--- src/rtl/vagen_pkg.sv ---
package vagen_pkg;
    typedef enum logic [1:0] {
        AM_UNIT = 2'b00,
        AM_ELEM = 2'b01,
        AM_BREV = 2'b10,
        AM_RSVD = 2'b11
    } amode_e;

    typedef enum logic [1:0] {
        ST_IDLE,
        ST_STREAM,
        ST_DONE,
        ST_FAULT
    } state_e;
endpackage

--- src/rtl/vagen_legal.sv ---
module vagen_legal #(
    parameter int MAX_VL = 64,
    localparam int IDX_W = $clog2(MAX_VL),
    localparam int VL_W  = $clog2(MAX_VL + 1),
    localparam int LG_W  = $clog2(IDX_W + 1)
) (
    input  logic [VL_W-1:0]  vl,
    input  vagen_pkg::amode_e mode,
    output logic             vl_zero,
    output logic             illegal,
    output logic [LG_W-1:0]  lg
);
    logic pow2;
    logic too_big;

    always_comb begin
        pow2 = 1'b0;
        lg   = '0;
        for (int k = 0; k <= IDX_W; k++) begin
            if (vl == VL_W'(1 << k)) begin
                pow2 = 1'b1;
                lg   = LG_W'(k);
            end
        end
    end

    assign vl_zero = (vl == '0);
    assign too_big = (vl > VL_W'(MAX_VL));
    assign illegal = too_big || ((mode == vagen_pkg::AM_BREV) && !pow2);
endmodule

--- src/rtl/vagen_bitrev.sv ---
module vagen_bitrev #(
    parameter int IDX_W = 6,
    localparam int LG_W = $clog2(IDX_W + 1)
) (
    input  logic [IDX_W-1:0] idx,
    input  logic [LG_W-1:0]  lg,
    output logic [IDX_W-1:0] rev
);
    logic [IDX_W-1:0] mirrored;

    for (genvar g = 0; g < IDX_W; g++) begin : g_mirror
        assign mirrored[g] = idx[IDX_W-1-g];
    end

    assign rev = mirrored >> (LG_W'(IDX_W) - lg);
endmodule

--- src/rtl/vagen_addr_calc.sv ---
module vagen_addr_calc #(
    parameter int ADDR_W  = 64,
    parameter int DISP_W  = 16,
    parameter int SIZE_W  = 4,
    parameter int SHIFT_W = 6,
    parameter int IDX_W   = 6
) (
    input  logic [ADDR_W-1:0]  base,
    input  logic [DISP_W-1:0]  disp,
    input  logic [SIZE_W-1:0]  size,
    input  vagen_pkg::amode_e  mode,
    input  logic [SHIFT_W-1:0] shift,
    input  logic [IDX_W-1:0]   idx,
    input  logic [IDX_W-1:0]   rev,
    output logic [ADDR_W-1:0]  addr
);
    import vagen_pkg::*;

    logic [ADDR_W-1:0] dext;
    logic [ADDR_W-1:0] size_w;
    logic [ADDR_W-1:0] idx_w;
    logic [ADDR_W-1:0] rev_w;
    logic [ADDR_W-1:0] off_unit;
    logic [ADDR_W-1:0] off_elem;
    logic [ADDR_W-1:0] off_brev;
    logic              elem_on;

    assign dext     = {{(ADDR_W-DISP_W){disp[DISP_W-1]}}, disp};
    assign size_w   = ADDR_W'(size);
    assign idx_w    = ADDR_W'(idx);
    assign rev_w    = ADDR_W'(rev);
    assign off_unit = dext + size_w * idx_w;
    assign off_elem = dext * idx_w;
    assign off_brev = (dext * size_w * rev_w) << shift;
    assign elem_on  = (disp != '0);

    always_comb begin
        unique case (mode)
            AM_ELEM: addr = base + (elem_on ? off_elem : off_unit);
            AM_BREV: addr = base + off_brev;
            AM_UNIT,
            AM_RSVD: addr = base + off_unit;
            default: addr = base + off_unit;
        endcase
    end
endmodule

--- src/rtl/vagen_fsm.sv ---
module vagen_fsm #(
    parameter int MAX_VL = 64,
    localparam int IDX_W = $clog2(MAX_VL),
    localparam int VL_W  = $clog2(MAX_VL + 1)
) (
    input  logic             clk,
    input  logic             rst_n,
    input  logic             start,
    input  logic             vl_zero,
    input  logic             illegal,
    input  logic [VL_W-1:0]  vl,
    input  logic             ready,
    output logic             load,
    output logic [IDX_W-1:0] idx,
    output logic             valid,
    output logic             last,
    output logic             done,
    output logic             err,
    output logic             busy
);
    import vagen_pkg::*;

    state_e           state_q, state_d;
    logic [IDX_W-1:0] idx_q;
    logic [VL_W-1:0]  vl_q;
    logic             accept;

    assign load   = (state_q == ST_IDLE) && start;
    assign accept = valid && ready;
    assign last   = (state_q == ST_STREAM) && ({1'b0, idx_q} == vl_q - VL_W'(1));
    assign idx    = idx_q;

    always_comb begin
        state_d = state_q;
        unique case (state_q)
            ST_IDLE: begin
                if (start) begin
                    if (vl_zero)      state_d = ST_DONE;
                    else if (illegal) state_d = ST_FAULT;
                    else              state_d = ST_STREAM;
                end
            end
            ST_STREAM: if (accept && last) state_d = ST_DONE;
            ST_DONE:   state_d = ST_IDLE;
            ST_FAULT:  state_d = ST_IDLE;
            default:   state_d = ST_IDLE;
        endcase
    end

    always_ff @(posedge clk) begin
        if (!rst_n) begin
            state_q <= ST_IDLE;
            idx_q   <= '0;
            vl_q    <= '0;
        end else begin
            state_q <= state_d;
            if (load) begin
                idx_q <= '0;
                vl_q  <= vl;
            end else if (accept && !last) begin
                idx_q <= idx_q + IDX_W'(1);
            end
        end
    end

    always_comb begin
        valid = 1'b0;
        done  = 1'b0;
        err   = 1'b0;
        busy  = 1'b1;
        unique case (state_q)
            ST_IDLE:   busy  = 1'b0;
            ST_STREAM: valid = 1'b1;
            ST_DONE:   done  = 1'b1;
            ST_FAULT:  err   = 1'b1;
            default:   busy  = 1'b0;
        endcase
    end
endmodule

--- src/rtl/vagen_top.sv ---
module vagen_top #(
    parameter int ADDR_W  = 64,
    parameter int DISP_W  = 16,
    parameter int SIZE_W  = 4,
    parameter int SHIFT_W = 6,
    parameter int MAX_VL  = 64,
    localparam int IDX_W  = $clog2(MAX_VL),
    localparam int VL_W   = $clog2(MAX_VL + 1),
    localparam int LG_W   = $clog2(IDX_W + 1)
) (
    input  logic               clk,
    input  logic               rst_n,
    input  logic               start_i,
    input  logic [ADDR_W-1:0]  base_i,
    input  logic               base_zero_i,
    input  logic [DISP_W-1:0]  disp_i,
    input  logic [SIZE_W-1:0]  size_i,
    input  logic [VL_W-1:0]    vl_i,
    input  logic [1:0]         mode_i,
    input  logic [SHIFT_W-1:0] shift_i,
    input  logic               addr_ready_i,
    output logic               addr_valid_o,
    output logic [ADDR_W-1:0]  addr_o,
    output logic [IDX_W-1:0]   idx_o,
    output logic               last_o,
    output logic               done_o,
    output logic               err_o,
    output logic               busy_o
);
    import vagen_pkg::*;

    amode_e             mode_in;
    amode_e             mode_q;
    logic [ADDR_W-1:0]  base_q;
    logic [DISP_W-1:0]  disp_q;
    logic [SIZE_W-1:0]  size_q;
    logic [SHIFT_W-1:0] shift_q;
    logic [LG_W-1:0]    lg_in, lg_q;
    logic               vl_zero, illegal, load;
    logic [IDX_W-1:0]   idx, rev;

    assign mode_in = amode_e'(mode_i);

    vagen_legal #(.MAX_VL(MAX_VL)) u_legal (
        .vl      (vl_i),
        .mode    (mode_in),
        .vl_zero (vl_zero),
        .illegal (illegal),
        .lg      (lg_in)
    );

    vagen_fsm #(.MAX_VL(MAX_VL)) u_fsm (
        .clk     (clk),
        .rst_n   (rst_n),
        .start   (start_i),
        .vl_zero (vl_zero),
        .illegal (illegal),
        .vl      (vl_i),
        .ready   (addr_ready_i),
        .load    (load),
        .idx     (idx),
        .valid   (addr_valid_o),
        .last    (last_o),
        .done    (done_o),
        .err     (err_o),
        .busy    (busy_o)
    );

    always_ff @(posedge clk) begin
        if (!rst_n) begin
            base_q  <= '0;
            disp_q  <= '0;
            size_q  <= '0;
            shift_q <= '0;
            mode_q  <= AM_UNIT;
            lg_q    <= '0;
        end else if (load) begin
            base_q  <= base_zero_i ? '0 : base_i;
            disp_q  <= disp_i;
            size_q  <= size_i;
            shift_q <= shift_i;
            mode_q  <= mode_in;
            lg_q    <= lg_in;
        end
    end

    vagen_bitrev #(.IDX_W(IDX_W)) u_rev (
        .idx (idx),
        .lg  (lg_q),
        .rev (rev)
    );

    vagen_addr_calc #(
        .ADDR_W (ADDR_W),
        .DISP_W (DISP_W),
        .SIZE_W (SIZE_W),
        .SHIFT_W(SHIFT_W),
        .IDX_W  (IDX_W)
    ) u_calc (
        .base  (base_q),
        .disp  (disp_q),
        .size  (size_q),
        .mode  (mode_q),
        .shift (shift_q),
        .idx   (idx),
        .rev   (rev),
        .addr  (addr_o)
    );

    assign idx_o = idx;
endmodule

--- config.mk ---
export PLATFORM = sky130hd
export DESIGN_NAME = vagen_top
export DESIGN_NICKNAME = d
export VERILOG_FILES = /design/src/rtl/vagen_pkg.sv /design/src/rtl/vagen_legal.sv /design/src/rtl/vagen_bitrev.sv /design/src/rtl/vagen_addr_calc.sv /design/src/rtl/vagen_fsm.sv /design/src/rtl/vagen_top.sv
export SDC_FILE = /design/constraint.sdc
export NUM_CORES = 1
export LEC_CHECK = 0
export BUFFER_PORTS_ARGS = -buffer_cell sky130_fd_sc_hd__buf_2
export CAP_MARGIN = 30
export CORE_MARGIN = 2
export CORE_UTILIZATION = 58
export DETAILED_ROUTE_END_ITERATION = 7
export PLACE_DENSITY = 0.77
export SLEW_MARGIN = 20
export SYNTH_ARGS = -nofsm -noshare
export SYNTH_HDL_FRONTEND = slang
export SYNTH_SLANG_ARGS = --single-unit
--- constraint.sdc ---
create_clock -name clk -period 13.8 [get_ports clk]
set_input_delay 2.76 -clock clk [delete_from_list [all_inputs] [get_ports clk]]
set_output_delay 2.76 -clock clk [all_outputs]
set_load 0.02 [all_outputs]
# After elaboration in Yosys (flattened, before gate mapping)

Index checks and enable logic that the tools add are counted.

Add/sub/neg operators: 7
Bitwise operators: 1
Reductions and logical operators: 17
Equal/unequal tests: 17
Mux-type cells: 25
Multipliers: 4
Shift-type cells: 2
$lt $le $gt $ge: 1

Operators by type and width:

| cell                 | count |
|---|---|
| $add A64 B64 Y64     | 3 |
| $pmux W64 S3         | 1 |
| $mux W64             | 2 |
| $mul A64 B6 Y64      | 1 |
| $shl A64 B6 Y64      | 1 |
| $mul A16 B7 Y23      | 1 |
| $mul A16 B5 Y21      | 1 |
| $add A16 B11 Y17     | 1 |
| $reduce_bool A16 Y1  | 1 |
| $mux W1              | 12 |
| $mux W2              | 6 |
| $eq A2 B2 Y1 const B | 5 |
| $mul A4 B6 Y10       | 1 |
| $mux W3              | 3 |
| $eq A6 B7 Y1         | 1 |
| $eq A7 B1 Y1 const B | 1 |
| $eq A7 B2 Y1 const B | 1 |
| $eq A7 B3 Y1 const B | 1 |
| $eq A7 B4 Y1 const B | 1 |
| $eq A7 B5 Y1 const B | 1 |
| $eq A7 B6 Y1 const B | 1 |
| $eq A7 B7 Y1 const B | 1 |
| $gt A7 B7 Y1 const B | 1 |
| $logic_not A7 Y1     | 1 |
| 14 further kinds     | 25 |

Bits in registers: 110
Word-level logic and storage cells: 83
Bits of input ports: 104

# Depth between registers and ports, before layout

Word-level depth: 15
Gate-level depth with buffers: 56

# Hierarchy

Synthesis repeated with hierarchy kept, for this count alone.

Cells, all modules: 3009
Area, all modules: 23686.5 um^2

By module, submodules not included:

| module          | cells each | times used | area each (um^2) |
|---|---|---|---|
| vagen_addr_calc | 2460       | 1          | 18550.3 |
| vagen_top       | 386        | 1          | 3849.9 |
| vagen_fsm       | 110        | 1          | 885.8 |
| vagen_legal     | 29         | 1          | 214.0 |
| vagen_bitrev    | 24         | 1          | 186.4 |

# Least setup slack after synthesis

OpenSTA, ideal clock, no wires.

Path type: reg2out
Start: reg disp_q[2]
End: out addr_o[61]
Cell stages (with the launch flop): 52
Arrival time: 11.870 ns
Path slack: -0.830 ns
Path through: dfxtp_1 > buf_1 > and2_1 > ha_1 > inv_1 > fa_1 > fa_1 > inv_1 > ha_1 > a21o_1 > a21oi_1 > o21bai_1 > a21bo_2 > a211o_1 > a31oi_1 > o2111ai_1 > o211ai_1 > xor2_1 > (+16 left out) > fa_1 > mux4_2 > mux2i_1 > nor3_1 > o21ai_0 > a31oi_1 > ha_1 > clkbuf_1 > and4_1 > nand2_1 > or3_1 > or3_1 > o22ai_1 > a311oi_1 > nor2_1 > a21oi_1 > o311ai_1 > xor2_1

Cells in the longest elaborated chain, start to end: 5

RTL lines:

| what                   | line                  | source |
|---|---|---|
| from (decl)            | vagen_top.sv:35       | `logic [DISP_W-1:0] disp_q;` |
| from (signal assigned) | vagen_top.sv:79       | `disp_q <= disp_i;` |
| $mul A16 B5 Y21        | vagen_addr_calc.sv:34 | `assign off_brev = (dext * size_w * rev_w) << shift;` |
| $mul A64 B6 Y64        | vagen_addr_calc.sv:34 |  |
| $shl A64 B6 Y64        | vagen_addr_calc.sv:34 |  |
| $add A64 B64 Y64       | vagen_addr_calc.sv:40 | `AM_BREV: addr = base + off_brev;` |
| $pmux W64 S3 *         | vagen_addr_calc.sv:38 | `unique case (mode)` |
| to (decl)              | vagen_top.sv:23       | `output logic [ADDR_W-1:0] addr_o,` |

Every way passes the cells marked *; elsewhere a longest branch is shown, timed or not.

# Worst setup path in the final report

Start: reg size_q[3]
End: out addr_o[63]

Cells in the longest elaborated chain, start to end: 5

RTL lines:

| what                                                       | line                                         | source |
|---|---|---|
| from (decl)                                                | vagen_top.sv:36                              | `logic [SIZE_W-1:0] size_q;` |
| from (signal assigned)                                     | vagen_top.sv:80                              | `size_q <= size_i;` |
| $mul A16 B5 Y21 / $mul A4 B6 Y10 (equally long branches)   | vagen_addr_calc.sv:34, vagen_addr_calc.sv:32 |  |
| $mul A64 B6 Y64 / $add A16 B11 Y17 (equally long branches) | vagen_addr_calc.sv:34, vagen_addr_calc.sv:32 |  |
| $shl A64 B6 Y64 / $mux W64 (equally long branches)         | vagen_addr_calc.sv:34, vagen_addr_calc.sv:39 |  |
| $add A64 B64 Y64, on equally long branches                 | vagen_addr_calc.sv:40, vagen_addr_calc.sv:39 |  |
| $pmux W64 S3 *                                             | vagen_addr_calc.sv:38                        |  |

Marks and branches as above.

==> results.txt <==
* Worst path bufs/invs: 11
- Worst slew pin tran: 0.994 ns
- The count of buffers added on input and output ports is 178.
* Post-route clock skew: 0.00800 ns
- Number of ports placed on the die boundary: 179
* Placement row count: 72
* Initial antenna violation count: 4
* Die area: 41300 um^2
- Number of buffers inserted by hold repair at cts: 0
- Run status: complete, but fails checks
- In this run the number of cells on the critical path is 52.
- Chip Height: 203 um
* Worst-case setup slack after placement: -1.02 ns
- Top cell type's share of synthesized area: 17.5%
- Mean instance size in the synthesized netlist: 7.73 um^2
- R2r worst-path depth: 11
* Cell with the biggest individual delay on the critical path: sky130_fd_sc_hd__fa_1
- For the finished layout, the period the worst path requires is 15.05 ns.
- Max-cap violations in this run came to 0.
- In this run the critical register-to-register path is captured at u_fsm.idx[5].
- For met1 alone, demand over resource in global routing was 49.0%.
- Initial standard-cell utilization of the core: 59.1%
* Global route overflow: 0
- For this block, the routed nets add up to 84300 um of wire.
- Distinct cell type count of the synthesized netlist: 94
- The worst hold path passes through 2 cells.
- Worst hold path endpoint: mode_q[1]
- CP max FO: 6
- Hold path start: mode_q[1]
* Startpoint class of the critical path: flip-flop
- Summing all non-filler instances in the final layout gives an area of 30200 um^2.
* Max transition margin: 33.6%
- Summing the sequential cell areas from Yosys gives 9.57% of the chip area.
* Global-route track usage on met3: 7.21%
* Lkg Pwr: 15.1 nW
- In this run the worst hold path is classified as flip-flop to flip-flop.
- Clock insertion delay at the later pin of the skew report: 0.40 ns
* Layout overhead on the synthesized area: 31.3%
* Fraction of registers with async set or reset after synthesis: 0%
* Total of flip-flops plus latches after synthesis: 110
* Path type of the worst setup path: flip-flop to primary output
- Cell family with the largest share of critical-path delay: adder cells
- The H-tree was split into 3 levels.
- Iteration count of the initial detailed-routing pass: 6
- Wire length of the first global-routing pass: 128000 um
- After detailed placement, the total cell area comes to 27800 um^2.
- The final number of max-transition violations is 0.
- Slowest cell delay on critical path: 0.61 ns
* Most crowded layer after global routing: met2
- The worst register-to-register path begins at u_fsm.vl_q[0].
- Dividing the detail-routed via count by the number of cells gives 6.14.
* TNS Setup: -30.13 ns
- IR analysis of the VDD net gives a maximum drop of 0.0628 mV.
- Yosys warning count: 0
- By area the synthesized netlist is led by sky130_fd_sc_hd__fa_1 17%, sky130_fd_sc_hd__ha_1 12%, sky130_fd_sc_hd__dfxtp_1 9.6%, sky130_fd_sc_hd__nand2_1 5.4%, sky130_fd_sc_hd__inv_1 4.9%.
- Based on the critical path, the design can be clocked at up to 0.0664 GHz.
- Of the cells placed in the final design, the portion with a size suffix greater than 1 is 29.8%.
- Entering global routing, the biggest net connects 65 pins.
- Among all flip-flop cells after synthesis, the most frequent one is sky130_fd_sc_hd__dfxtp_1.
* Worst Setup Slack, final: -1.25 ns
* Detailed placer's ending HPWL: 64000 um
- After detailed placement, the design holds a cell count of 3974.
- Share of the clock period used by the worst path after layout: 109%
- The core region is 38900 um^2.
- Final setup violating endpoints: 37
* CTS root buffer: sky130_fd_sc_hd__clkbuf_16
- Number of violations reported at the end of detailed-routing iteration 0: 2452
- Most repeated cell in the gate-level netlist after synthesis: sky130_fd_sc_hd__nand2_1
- Cts bufs inserted: 9
- The count of cells in the finished layout, fillers not included, comes to 4067.
- Via count of the first global-routing pass: 24500
- The routed layout has 25000 vias.
- Count of mapped cells out of synthesis: 2979
- After the last flow step, the layout net total stands at 4060.
* Die width: 203 um
- Global routing used 65.9% of the available met2 tracks.
- Library cell appearing most often on the critical path: sky130_fd_sc_hd__buf_4
- Number of failing hold endpoints at the final stage: 0
* Violated checks: setup timing
- The setup check on the worst reg-to-reg path leaves a slack of 10.95 ns.
* TritonCTS clock tree: done
- Unrepaired setup endpoints after global routing: true
- After detailed routing, the average wire length per cell comes to 20.7 um.
* Largest buffer count on any clock path: 2
* Category of the worst setup path capture point: primary output
- After clock tree synthesis, the clock-pin slew on the worst setup and hold paths is 0.08 ns.
* Power per cell area: 45.5 nW/um^2
- Top cells by instance count after synthesis: 333 x sky130_fd_sc_hd__nand2_1, 303 x sky130_fd_sc_hd__inv_1, 238 x sky130_fd_sc_hd__nor2_1
- Number of enable flip-flop cells after synthesis: 0
* Count of unresolved DRC violations after routing: 0
- The biggest area contributor in the post-synthesis netlist is sky130_fd_sc_hd__fa_1.
- Power comes to 1.38 mW.
- The clock net in this run drives a total of 110 sinks.
- Final RePlAce weighted congestion: 0.960
- The number of nets handed over by synthesis was 3496.
- Post-route ant nets: 0
* Syn Std Cell Area: 23000 um^2
- Total track usage: 38.9%
- Crit path arrival time: 12.29 ns
- Data on the critical path is required at its endpoint by 11.04 ns.
[cell usage in the layout, fill, tap and decap left out, types with 23 or more instances in the layout]
master / n
sky130_fd_sc_hd__a211oi_1: 24
sky130_fd_sc_hd__a21boi_0: 41
sky130_fd_sc_hd__a21o_1: 67
sky130_fd_sc_hd__a21oi_1: 158
sky130_fd_sc_hd__a21oi_2: 29
sky130_fd_sc_hd__a22o_1: 65
sky130_fd_sc_hd__a31oi_1: 23
sky130_fd_sc_hd__and2_1: 131
sky130_fd_sc_hd__buf_2: 145
sky130_fd_sc_hd__buf_4: 548
sky130_fd_sc_hd__buf_6: 37
sky130_fd_sc_hd__dfxtp_1: 104
sky130_fd_sc_hd__fa_1: 195
sky130_fd_sc_hd__ha_1: 189
sky130_fd_sc_hd__inv_1: 286
sky130_fd_sc_hd__mux2i_1: 32
sky130_fd_sc_hd__nand2_1: 324
sky130_fd_sc_hd__nand2b_1: 25
sky130_fd_sc_hd__nand3_1: 32
sky130_fd_sc_hd__nor2_1: 227
sky130_fd_sc_hd__nor2b_1: 27
sky130_fd_sc_hd__nor3_1: 42
sky130_fd_sc_hd__o21a_1: 23
sky130_fd_sc_hd__o21ai_0: 74
sky130_fd_sc_hd__xnor2_1: 65
sky130_fd_sc_hd__xor2_1: 61
[how the worst max path moves through the flow]
| stage | slack [ns] | endpoint | startpoint |
|---|---|---|---|
| 3_3_place_gp | -0.73 | addr_o[63] | size_q[3] |
| 5_1_grt | -1.48 | addr_o[63] | size_q[3] |
| 3_5_place_dp | -1.02 | addr_o[63] | size_q[3] |
| 4_1_cts | -1.07 | addr_o[63] | size_q[3] |
| 2_1_floorplan | 0.002 | addr_o[61] | size_q[2] |
| 6_report | -1.25 | addr_o[63] | size_q[3] |
[timing repair]
item,CTS,global route
setup buffers,52,52
setup endpoints to repair,39,44
gates cloned,0,0
pin swaps,60,117
resized for setup,156,181
[cells by family after synthesis]
logic type,Yosys count,synth area share [%]
AND/OR/NAND/NOR,966,19.9
AO/OA/AOI/OAI,772,23.0
buffers and inverters,484,7.97
adder cells (fa/ha/maj),414,29.0
XOR/XNOR,156,5.94
flip-flops,110,9.57
multiplexers,77,4.55
[where the power goes]
group	internal [mW]	switching [mW]
Sequential	0.335	0.0175
Clock	0.160	0.143
Combinational	0.293	0.427
[through the flow]
| step | hold WS, ns | util [%] |
|---|---|---|
| 4_1_cts | 0.491 | 74.5 |
| 3_3_place_gp | 0.471 | 71.3 |
| 6_report | 0.493 | 77.7 |
| 3_5_place_dp | 0.476 | 71.3 |
| 5_1_grt | 0.515 | 77.7 |
| 2_1_floorplan | 0.450 | - |
[worst register-to-register path: cells and delay by family (launching register included)]
family          cells  cell delay, ns
compound gates      2            0.36
xor+xnor            1            0.15
fa+ha+maj           1            0.25
buf+inv             1            0.07
flops               1            0.42
simple gates        6            1.48
[layer usage]
metal / vias to the layer above / share of wire [%]
li1: 11400 / -
met1: 12100 / 39
met2: 1199 / 48
met3: 259 / 8.4
met4: 6 / 4.2
met5: - / 0.040
[area by class of cell]
class | instances | area [um^2]
Multi-Input combinational cell | 2385 | 20600
Fill cell | 2799 | 8690
Timing Repair Buffer | 733 | 5320
Sequential cell | 110 | 2210
Inverter | 304 | 1140
Tap cell | 518 | 648
Clock buffer | 9 | 225
Clock inverter | 7 | 97.6
Antenna cell | 1 | 2.50
[sequential cells by signal, summed over array words and instances (netlist names)]
signal	count
base_q	64
disp_q	16
lg_q	3
mode_q	2
shift_q	6
size_q	4
u_fsm.idx	6
u_fsm.state_q	2
u_fsm.vl_q	7
Power figures use the tool's default switching activity.
